**src/rtl/opfetch_pkg.sv**
```systemverilog
package opfetch_pkg;
   localparam int MODE_W = 4;
   typedef enum logic [MODE_W-1:0] {
      AM_LIT  = 4'd0,
      AM_ABS  = 4'd1,
      AM_MPTR = 4'd2,
      AM_REG  = 4'd3,
      AM_RPTR = 4'd4,
      AM_OFS  = 4'd5,
      AM_PCR  = 4'd6,
      AM_IXPT = 4'd7,
      AM_PTIX = 4'd8,
      AM_STK  = 4'd9
   } amode_e;
   typedef enum logic [1:0] {ST_IDLE, ST_ISSUE, ST_WAIT} fstate_e;
endpackage

```
**src/rtl/opfetch_field_ext.sv**
```systemverilog
module opfetch_field_ext #(
   parameter int DW  = 16,
   parameter int AFW = 8
) (
   input  logic [AFW-1:0] afield,
   output logic [DW-1:0]  a_zext,
   output logic [DW-1:0]  a_sext
);
   generate
      if (AFW > DW) begin : g_bad
         $error("opfetch_field_ext: AFW must not exceed DW");
      end else if (AFW == DW) begin : g_same
         assign a_zext = afield;
         assign a_sext = afield;
      end else begin : g_ext
         localparam int PAD = DW - AFW;
         assign a_zext = {{PAD{1'b0}}, afield};
         assign a_sext = {{PAD{afield[AFW-1]}}, afield};
      end
   endgenerate
endmodule

```
**src/rtl/opfetch_reg_read.sv**
```systemverilog
module opfetch_reg_read #(
   parameter int DW   = 16,
   parameter int NREG = 8,
   localparam int RW  = $clog2(NREG)
) (
   input  logic [NREG*DW-1:0] rf_flat,
   input  logic [RW-1:0]      idx,
   output logic [DW-1:0]      rval,
   output logic [DW-1:0]      sp_val
);
   logic [DW-1:0] regs [NREG];
   generate
      if (NREG < 2) begin : g_bad
         $error("opfetch_reg_read: need at least two registers");
      end
      for (genvar i = 0; i < NREG; i++) begin : g_unpack
         assign regs[i] = rf_flat[i*DW +: DW];
      end
   endgenerate
   assign rval   = regs[idx];
   assign sp_val = regs[NREG-1];
endmodule

```
**src/rtl/opfetch_unit.sv**
```systemverilog
module opfetch_unit
   import opfetch_pkg::*;
#(
   parameter int DW   = 16,
   parameter int AFW  = 8,
   parameter int NREG = 8,
   localparam int RW  = $clog2(NREG)
) (
   input  logic              clk,
   input  logic              rst_n,
   input  logic              req_valid,
   output logic              req_ready,
   input  logic [MODE_W-1:0] req_mode,
   input  logic [AFW-1:0]    req_afield,
   input  logic [RW-1:0]     req_reg,
   input  logic [NREG*DW-1:0] rf_flat,
   input  logic [DW-1:0]     pc,
   output logic              mem_valid,
   input  logic              mem_ready,
   output logic [DW-1:0]     mem_addr,
   input  logic              mem_rvalid,
   input  logic [DW-1:0]     mem_rdata,
   output logic              done,
   output logic              err,
   output logic [DW-1:0]     operand,
   output logic [DW-1:0]     eff_addr
);
   fstate_e       state_q;
   logic [DW-1:0] addr_q, idx_q, opnd_q, ea_q;
   logic          ptr_q, post_q, done_q, err_q;
   logic [DW-1:0] a_z, a_s, rval, sp_val;

   opfetch_field_ext #(.DW(DW), .AFW(AFW)) u_ext (
      .afield(req_afield), .a_zext(a_z), .a_sext(a_s));

   opfetch_reg_read #(.DW(DW), .NREG(NREG)) u_rf (
      .rf_flat(rf_flat), .idx(req_reg), .rval(rval), .sp_val(sp_val));

   always_ff @(posedge clk) begin
      if (!rst_n) begin
         state_q <= ST_IDLE;
         addr_q  <= '0;
         idx_q   <= '0;
         opnd_q  <= '0;
         ea_q    <= '0;
         ptr_q   <= 1'b0;
         post_q  <= 1'b0;
         done_q  <= 1'b0;
         err_q   <= 1'b0;
      end else begin
         done_q <= 1'b0;
         err_q  <= 1'b0;
         unique case (state_q)
            ST_IDLE: if (req_valid) begin
               idx_q  <= rval;
               ptr_q  <= 1'b0;
               post_q <= 1'b0;
               case (req_mode)
                  AM_LIT: begin
                     done_q <= 1'b1; opnd_q <= a_z; ea_q <= a_z;
                  end
                  AM_REG: begin
                     done_q <= 1'b1; opnd_q <= rval; ea_q <= '0;
                  end
                  AM_ABS:  begin addr_q <= a_z;          state_q <= ST_ISSUE; end
                  AM_MPTR: begin addr_q <= a_z;          ptr_q <= 1'b1; state_q <= ST_ISSUE; end
                  AM_RPTR: begin addr_q <= rval;         state_q <= ST_ISSUE; end
                  AM_OFS:  begin addr_q <= a_s + rval;   state_q <= ST_ISSUE; end
                  AM_PCR:  begin addr_q <= a_s + pc;     state_q <= ST_ISSUE; end
                  AM_IXPT: begin addr_q <= a_z + rval;   ptr_q <= 1'b1; state_q <= ST_ISSUE; end
                  AM_PTIX: begin
                     addr_q <= a_z; ptr_q <= 1'b1; post_q <= 1'b1; state_q <= ST_ISSUE;
                  end
                  AM_STK:  begin addr_q <= sp_val;       state_q <= ST_ISSUE; end
                  default: begin
                     done_q <= 1'b1; err_q <= 1'b1; opnd_q <= '0; ea_q <= '0;
                  end
               endcase
            end
            ST_ISSUE: if (mem_ready) state_q <= ST_WAIT;
            ST_WAIT: if (mem_rvalid) begin
               if (ptr_q) begin
                  addr_q  <= post_q ? mem_rdata + idx_q : mem_rdata;
                  ptr_q   <= 1'b0;
                  state_q <= ST_ISSUE;
               end else begin
                  ea_q    <= addr_q;
                  opnd_q  <= mem_rdata;
                  done_q  <= 1'b1;
                  state_q <= ST_IDLE;
               end
            end
            default: state_q <= ST_IDLE;
         endcase
      end
   end

   assign req_ready = (state_q == ST_IDLE);
   assign mem_valid = (state_q == ST_ISSUE);
   assign mem_addr  = addr_q;
   assign done      = done_q;
   assign err       = err_q;
   assign operand   = opnd_q;
   assign eff_addr  = ea_q;
endmodule

```
**config.mk**
```make
export PLATFORM = sky130hd
export DESIGN_NAME = opfetch_unit
export DESIGN_NICKNAME = d
export VERILOG_FILES = /design/src/rtl/opfetch_pkg.sv /design/src/rtl/opfetch_field_ext.sv /design/src/rtl/opfetch_reg_read.sv /design/src/rtl/opfetch_unit.sv
export SDC_FILE = /design/constraint.sdc
export NUM_CORES = 1
export LEC_CHECK = 0
export BUFFER_PORTS_ARGS = -buffer_cell sky130_fd_sc_hd__buf_2
export CAP_MARGIN = 20
export CORE_AREA = 2 2 121 123
export DETAILED_ROUTE_END_ITERATION = 8
export DIE_AREA = 0 0 123 125
export PLACE_DENSITY_LB_ADDON = 0.15
export RECOVER_POWER = 50
export SYNTH_ARGS = -nofsm -noshare
export SYNTH_HDL_FRONTEND = slang
export SYNTH_HIERARCHICAL = 1
export SYNTH_SLANG_ARGS = --single-unit
```
**constraint.sdc**
```tcl
create_clock -name clk -period 5.96 [get_ports clk]
set_input_delay 1.192 -clock clk [delete_from_list [all_inputs] [get_ports clk]]
set_output_delay 1.192 -clock clk [all_outputs]
set_load 0.03 [all_outputs]
```
==> impl_metrics.yaml, run 1 <==
flow_run:
  drv_cap: 1
sta:
  slew-limit-headroom_pct: -37.6
  fin_worst_skew_ns: 0.00604
  rsz0062_at_grt: "no"
  fin_crit_sh_pct: 79.3
  slew_viol_final: 46
  final_hold_viol_count: 0
  fin_setup_tns_ns: 0
  fmax_mhz: 212
  setup_violations: 0
  worst_pin_slew_ns: 2.06
  finalCriticalPeriod_ns: 4.72
clock_tree:
  cts.reportedPaths.clkPinSlew_ns: 0.06
  cts_made_buffers: 9
  postCtsHoldBufs: 0
  cts_tree: "built"
  cts_setup_buffers: 0
  clock_path_buffers: 2
  h-tree-depth: 3
  cts_root_buffer: "clkbuf_16"
  cts.sinks: 70
  cts_resized: 0
  clk-insertion-delay-late_ns: 0.34
setup_path:
  cp.required_ns: 6.19
  worstPathArrival_ns: 4.96
  endpoint_kind: "flip-flop"
  crit_type: "in2reg"
  worstPathMaxFanout: 18
  start_kind: "input port"
logic_synthesis:
  yosysSeqAreaShare_pct: 19.0
  synth.distinct_cells: 73
  yosys_warnings: 6
  syn_area_per_cell_um2: 8.56
  synth_most_common_cell: "nand2_1"
  netlist_top_cells_area: "dfxtp_1 (19%), mux4_1 (10%), ha_1 (8.1%), mux2_2 (5.5%), buf_4 (4.9%)"
  netlist.area_leader.share_pct: 19.0
  synth_common_cells: "nand2_1 (77), dfxtp_1 (70), nor2_1 (68)"
  synth_edf_count: 0
  yosys.area.top_type: "dfxtp_1"
  synthCells: 862
  ys_seq_elements: 70
  syn_area_um2: 7370
  synthFlopType: "dfxtp_1"
  synth-async-reset-ratio_pct: 0
grt:
  track_usage_pct: 36.6
  grt_max_degree: 51
  grt_pass1_vias: 7097
  antenna_found_initial: 0
  grt_overflow: 0
  grt_first_pass_wirelength_mm: 42.0
detailed_routing:
  drt_first_iter_violations: 956
  vias: 7731
  drc: 0
  drtAntennaViolNets: 0
  first_pass_iters: 9
  wl_per_cell_um: 23.7
  viasPerCell: 6.42
  wirelength_mm: 28.5
cells_and_area:
  n_antenna_cell: 0
  drive_gt1_share_pct: 24.9
  fin_nets: 1246
  area_growth_pct: 15.8
status:
  violations: "max-capacitance violations, max-slew violations"
  status: "finished, violations left"
floorplanning:
  die_w_um: 123
  io_pins: 232
  core_area_um2: 14200
  start_util_pct: 51.9
  num_rows: 44
  fp.dieH_um: 125
  dieArea_um2: 15400
min_path:
  hold_path.class: "reg2reg"
place:
  portBuffers: 231
  dp_hpwl_mm: 22.3
  gp_congestion: 1.01
power:
  peakVddDrop_uv: 157
  p_per_area_nw_per_um2: 229
  p_leak_nw: 3.51
  finalPower_w: 0.00196
==> power breakdown <==
| group | internal, W | leakage [nW] | switching, W |
|---|---|---|---|
| combinational | 0.000304 | 2.76 | 0.000482 |
| clock | 0.000419 | 0.172 | 0.000210 |
| sequential | 0.000511 | 0.574 | 0.0000326 |
==> final cells by class <==
cell class / instances / area [um^2]
timing repair buffer: 238 / 1140
clock inverter: 6 / 109
inverter: 13 / 48.8
clock buffer: 10 / 239
tap: 184 / 230
sequential: 70 / 1400
fill: 1390 / 5660
multi-input combinational: 683 / 5380
==> cells by family (layout without fill, tap and decap cells) <==
group,after synthesis,after routing,synth area share [%]
AND/OR/NAND/NOR,234,234,14.7
adder cells (fa/ha/maj),51,51,8.96
XOR/XNOR,29,29,3.44
flip-flops,70,70,19.0
buffers and inverters,116,267,8.94
multiplexers,74,74,17.5
AO/OA/AOI/OAI,287,287,27.4
other,1,8,0.0509
==> registers in the layout, indices dropped and copies added (netlist names) <==
| signal | cells |
|---|---|
| idx_q | 16 |
| err | 1 |
| operand | 16 |
| state_q | 2 |
| ptr_q | 1 |
| done | 1 |
| eff_addr | 16 |
| mem_addr | 16 |
| post_q | 1 |
==> metrics by stage <==
stage / hold WS (ns) / worst slack (ns) / utilization, % / area [um^2] / std cells
detailed placement: 0.459 / 0.928 / 58.2 / 8270 / 1188
finish: 0.473 / 1.24 / 60.1 / 8540 / 1204
floorplan: 0.440 / 1.44 / - / 7400 / 869
global route: 0.484 / 0.999 / 60.1 / 8540 / 1204
global placement: 0.449 / 0.960 / 58.2 / 8270 / 1188
CTS: 0.467 / 1.28 / 60.7 / 8610 / 1204
==> cell usage in the layout (no fill, tap or decap), types with 8 or more instances in the layout <==
master     synthesis  final
a211oi_1          37     37
a21o_1             9      9
a21oi_1           64     64
a221oi_1          11     11
a222oi_1          18     18
a22oi_1           20     20
a31oi_1           10     10
and2_1             8      8
buf_2             10    177
clkbuf_1          35     55
clkbuf_16          0      9
conb_1             1      8
dfxtp_1           70     70
ha_1              48     48
inv_1             12     12
mux2_2            36     36
mux4_1            28     28
nand2_1           77     77
nand2b_1          12     12
nand3_1           10     10
nor2_1            68     67
nor2b_1           10      8
nor3_1            18     17
o211ai_1          11     11
o21a_1             8      8
o21ai_0           42     42
xnor2_1           16     16
xor2_1            13     13
==> metal layers <==
metal | up-vias | track usage (%) | routed length, um
met5 | - | 0 | 0
met3 | 88 | 6.34 | 2740
met2 | 465 | 58.2 | 13100
met4 | 0 | 16.6 | 1510
met1 | 3582 | 48.1 | 11200
li1 | 3596 | - | -
==> critical path, stage by stage <==
cell	delay, ns
buf_2	0.38
buf_4	0.34
mux4_1	0.58
mux2_2	0.31
ha_1	0.24
a211oi_1	0.32
o21ai_1	0.18
a41oi_2	0.27
o21ai_1	0.18
a221oi_2	0.31
mux2i_1	0.22
a31oi_1	0.11
o31a_1	0.30
==> final timing paths <==
path / end / startpoint / slack, ns / cells past startpoint
worst max-delay path: mem_addr[15] / req_reg[0] / 1.24 / 13
worst min-delay path: idx_q[7] / idx_q[7] / 0.47 / 2
worst max register to register: mem_addr[11] / idx_q[5] / 3.25 / 9
worst min register to register: idx_q[7] / idx_q[7] / 0.47 / 2
(Power assumes the default switching activity.)
==> run 2: changes to the inputs <==
ABC_AREA = 1   (was not set)
CORE_AREA = 2 2 135 137   (was 2 2 121 123)
DIE_AREA = 0 0 137 139   (was 0 0 123 125)
clock period = 3.9 ns   (was 5.96 ns; I/O delays follow)
==> impl_metrics.yaml, run 2 <==
clock_tree:
  cts_tree: "built"
  cts.reportedPaths.clkPinSlew_ns: 0.06
  cts_made_buffers: 9
  clk-insertion-delay-late_ns: 0.34
  postCtsHoldBufs: 0
  cts_resized: 0
  cts.sinks: 70
  cts_root_buffer: "clkbuf_16"
  clock_path_buffers: 2
  cts_setup_buffers: 0
  h-tree-depth: 3
power:
  p_int_w: 0.00176
  swShare_pct: 44.1
  p_leak_nw: 5.66
  switching_power_w: 0.00138
  p_comb_share_pct: 45.9
  seq_power_share_pct: 28.0
  peakVddDrop_uv: 309
  p_per_area_nw_per_um2: 321
  clockPowerShare_pct: 26.1
logic_synthesis:
  synth-async-reset-ratio_pct: 0
  synthFlopType: "dfxtp_1"
  ys_seq_elements: 70
  synth_adder_area_share_pct: 7.67
  synth_mux_area_share_pct: 0
  synth_edf_count: 0
  syn_area_per_cell_um2: 5.46
  yosys.area.top_type: "nand2_1"
  synth_top_family_by_area: "simple AND/OR/NAND/NOR gates"
  netlist.area_leader.share_pct: 22.5
  synth_common_cells: "nand2_1 (516), inv_1 (271), nand3_1 (161)"
  synth.distinct_cells: 42
  syn_area_um2: 8610
  netlist_top_cells_area: "nand2_1 (22%), dfxtp_1 (16%), inv_1 (12%), nand3_1 (9.4%), ha_1 (7.0%)"
  yosysSeqAreaShare_pct: 16.3
  synthCells: 1578
  synthXorXnorAreaFrac_pct: 0.915
  synth-simple-area-share_pct: 39.9
  synth_most_common_cell: "nand2_1"
  yosys_warnings: 6
  synth_compound_area_share_pct: 14.9
flow_run:
  drv_cap: 0
setup_path:
  endpoint_kind: "flip-flop"
  worstPathArrival_ns: 3.52
  cp.required_ns: 4.15
  crit_type: "in2reg"
  worstPathMaxFanout: 26
  start_kind: "input port"
cells_and_area:
  fin_util_pct: 55.4
  fin_nets: 1972
  layout_commonest_cell: "nand2_1"
  area_growth_pct: 13.6
  n_antenna_cell: 0
  drive_gt1_share_pct: 13.6
  final_cell_mix: "nand2_1 (516), inv_1 (271), buf_2 (179), nand3_1 (162), nor2_1 (100)"
  fillers: 1999
  final_area_um2: 9790
place:
  place_area_um2: 9570
  dp_hpwl_mm: 27.2
  portBuffers: 231
  gp_congestion: 0.998
detailed_routing:
  viasPerCell: 5.27
  wl_per_cell_um: 17.1
  drc: 0
  drt_first_iter_violations: 897
  drtAntennaViolNets: 0
  wirelength_mm: 33.8
  first_pass_iters: 6
  vias: 10400
sta:
  rsz0062_at_grt: "no"
  fin_setup_tns_ns: 0
  slew_viol_final: 0
  fin_crit_sh_pct: 83.8
  finalCriticalPeriod_ns: 3.27
  fin_worst_skew_ns: 0.00611
  setup_violations: 0
  final_hold_viol_count: 0
  worst_pin_slew_ns: 0.834
  fmax_mhz: 306
  slew-limit-headroom_pct: 44.4
floorplanning:
  fp.dieH_um: 139
  num_rows: 49
  core_area_um2: 17700
  start_util_pct: 48.8
  dieArea_um2: 19000
  io_pins: 232
  die_w_um: 137
grt:
  grt_overflow: 0
  grt.busiest_layer: "met2"
  grt_use_met3_pct: 6.73
  grt_use_met2_pct: 56.7
  antenna_found_initial: 0
  grt_first_pass_wirelength_mm: 51.4
  track_usage_pct: 34.9
  grt_pass1_vias: 9580
  met1_usage_pct: 45.1
  grt_max_degree: 65
min_path:
  hold_path.class: "reg2reg"
status:
  status: "finished clean"
## run 2: final cells by class
cell class / instances / area, um^2 / share of cell area (%)
Multi-Input combinational cell: 1128 / 5480 / 56.0
Sequential cell: 70 / 1400 / 14.3
Timing Repair Buffer: 253 / 1280 / 13.1
Inverter: 279 / 1050 / 10.7
Tap cell: 229 / 287 / 2.93
Clock buffer: 9 / 225 / 2.30
Clock inverter: 6 / 63.8 / 0.652
## run 2: path summary, 6_finish.rpt
| path | to | from | cells after the start | slack (ns) |
|---|---|---|---|---|
| setup / recovery | mem_addr[14] | req_reg[0] | 24 | 0.63 |
| hold / removal | ptr_q | ptr_q | 2 | 0.51 |
| setup reg to reg | idx_q[12] | state_q[0] | 7 | 0.96 |
| hold reg to reg | ptr_q | ptr_q | 2 | 0.51 |
## run 2: layer usage
layer	vias to the layer above	routed length [um]
li1	5235	-
met1	4576	13900
met2	507	15100
met3	87	3290
met4	0	1490
met5	-	0
## run 2: logic make-up after synthesis
logic type	count (synthesis)
AND/OR/NAND/NOR	821
buffers and inverters	387
AO/OA/AOI/OAI	239
flip-flops	70
adder cells (fa/ha/maj)	51
XOR/XNOR	9
other	1
## run 2: power groups by stage
stage	logic (W)	registers, W	clock network, W
finish	0.00144	0.000880	0.000819
global route	0.00160	0.000886	0.000846
CTS	0.00144	0.000875	0.000817
detailed placement	0.00143	0.000889	0
global placement	0.00143	0.000889	0
floorplan	0.000894	0.000997	0
## run 2: worst max-delay path, stage by stage
cell     delay [ns]
buf_2          0.12
inv_2          0.20
buf_4          0.21
nand2_1        0.07
nand3_1        0.07
nand2_1        0.08
nand2_1        0.06
nand2_1        0.24
inv_1          0.14
fa_1           0.48
inv_1          0.07
nand3_1        0.06
nand2_1        0.12
nand2_1        0.06
nand2_1        0.13
nand2_1        0.09
nand2_1        0.08
nand2_1        0.05
nand3_1        0.07
nand3_1        0.08
nand2_1        0.08
nand3_1        0.06
nand2_1        0.07
inv_1          0.03
## run 2: per-stage QoR
stage               hold WS [ns]  setup WS, ns  cells  power (W)
global route               0.525         0.324   1974    0.00333
CTS                        0.503         0.691   1974    0.00313
global placement           0.481         0.263   1959    0.00232
floorplan                  0.450         0.800   1585    0.00189
detailed placement         0.479         0.342   1959    0.00232
finish                     0.515         0.630   1974    0.00314
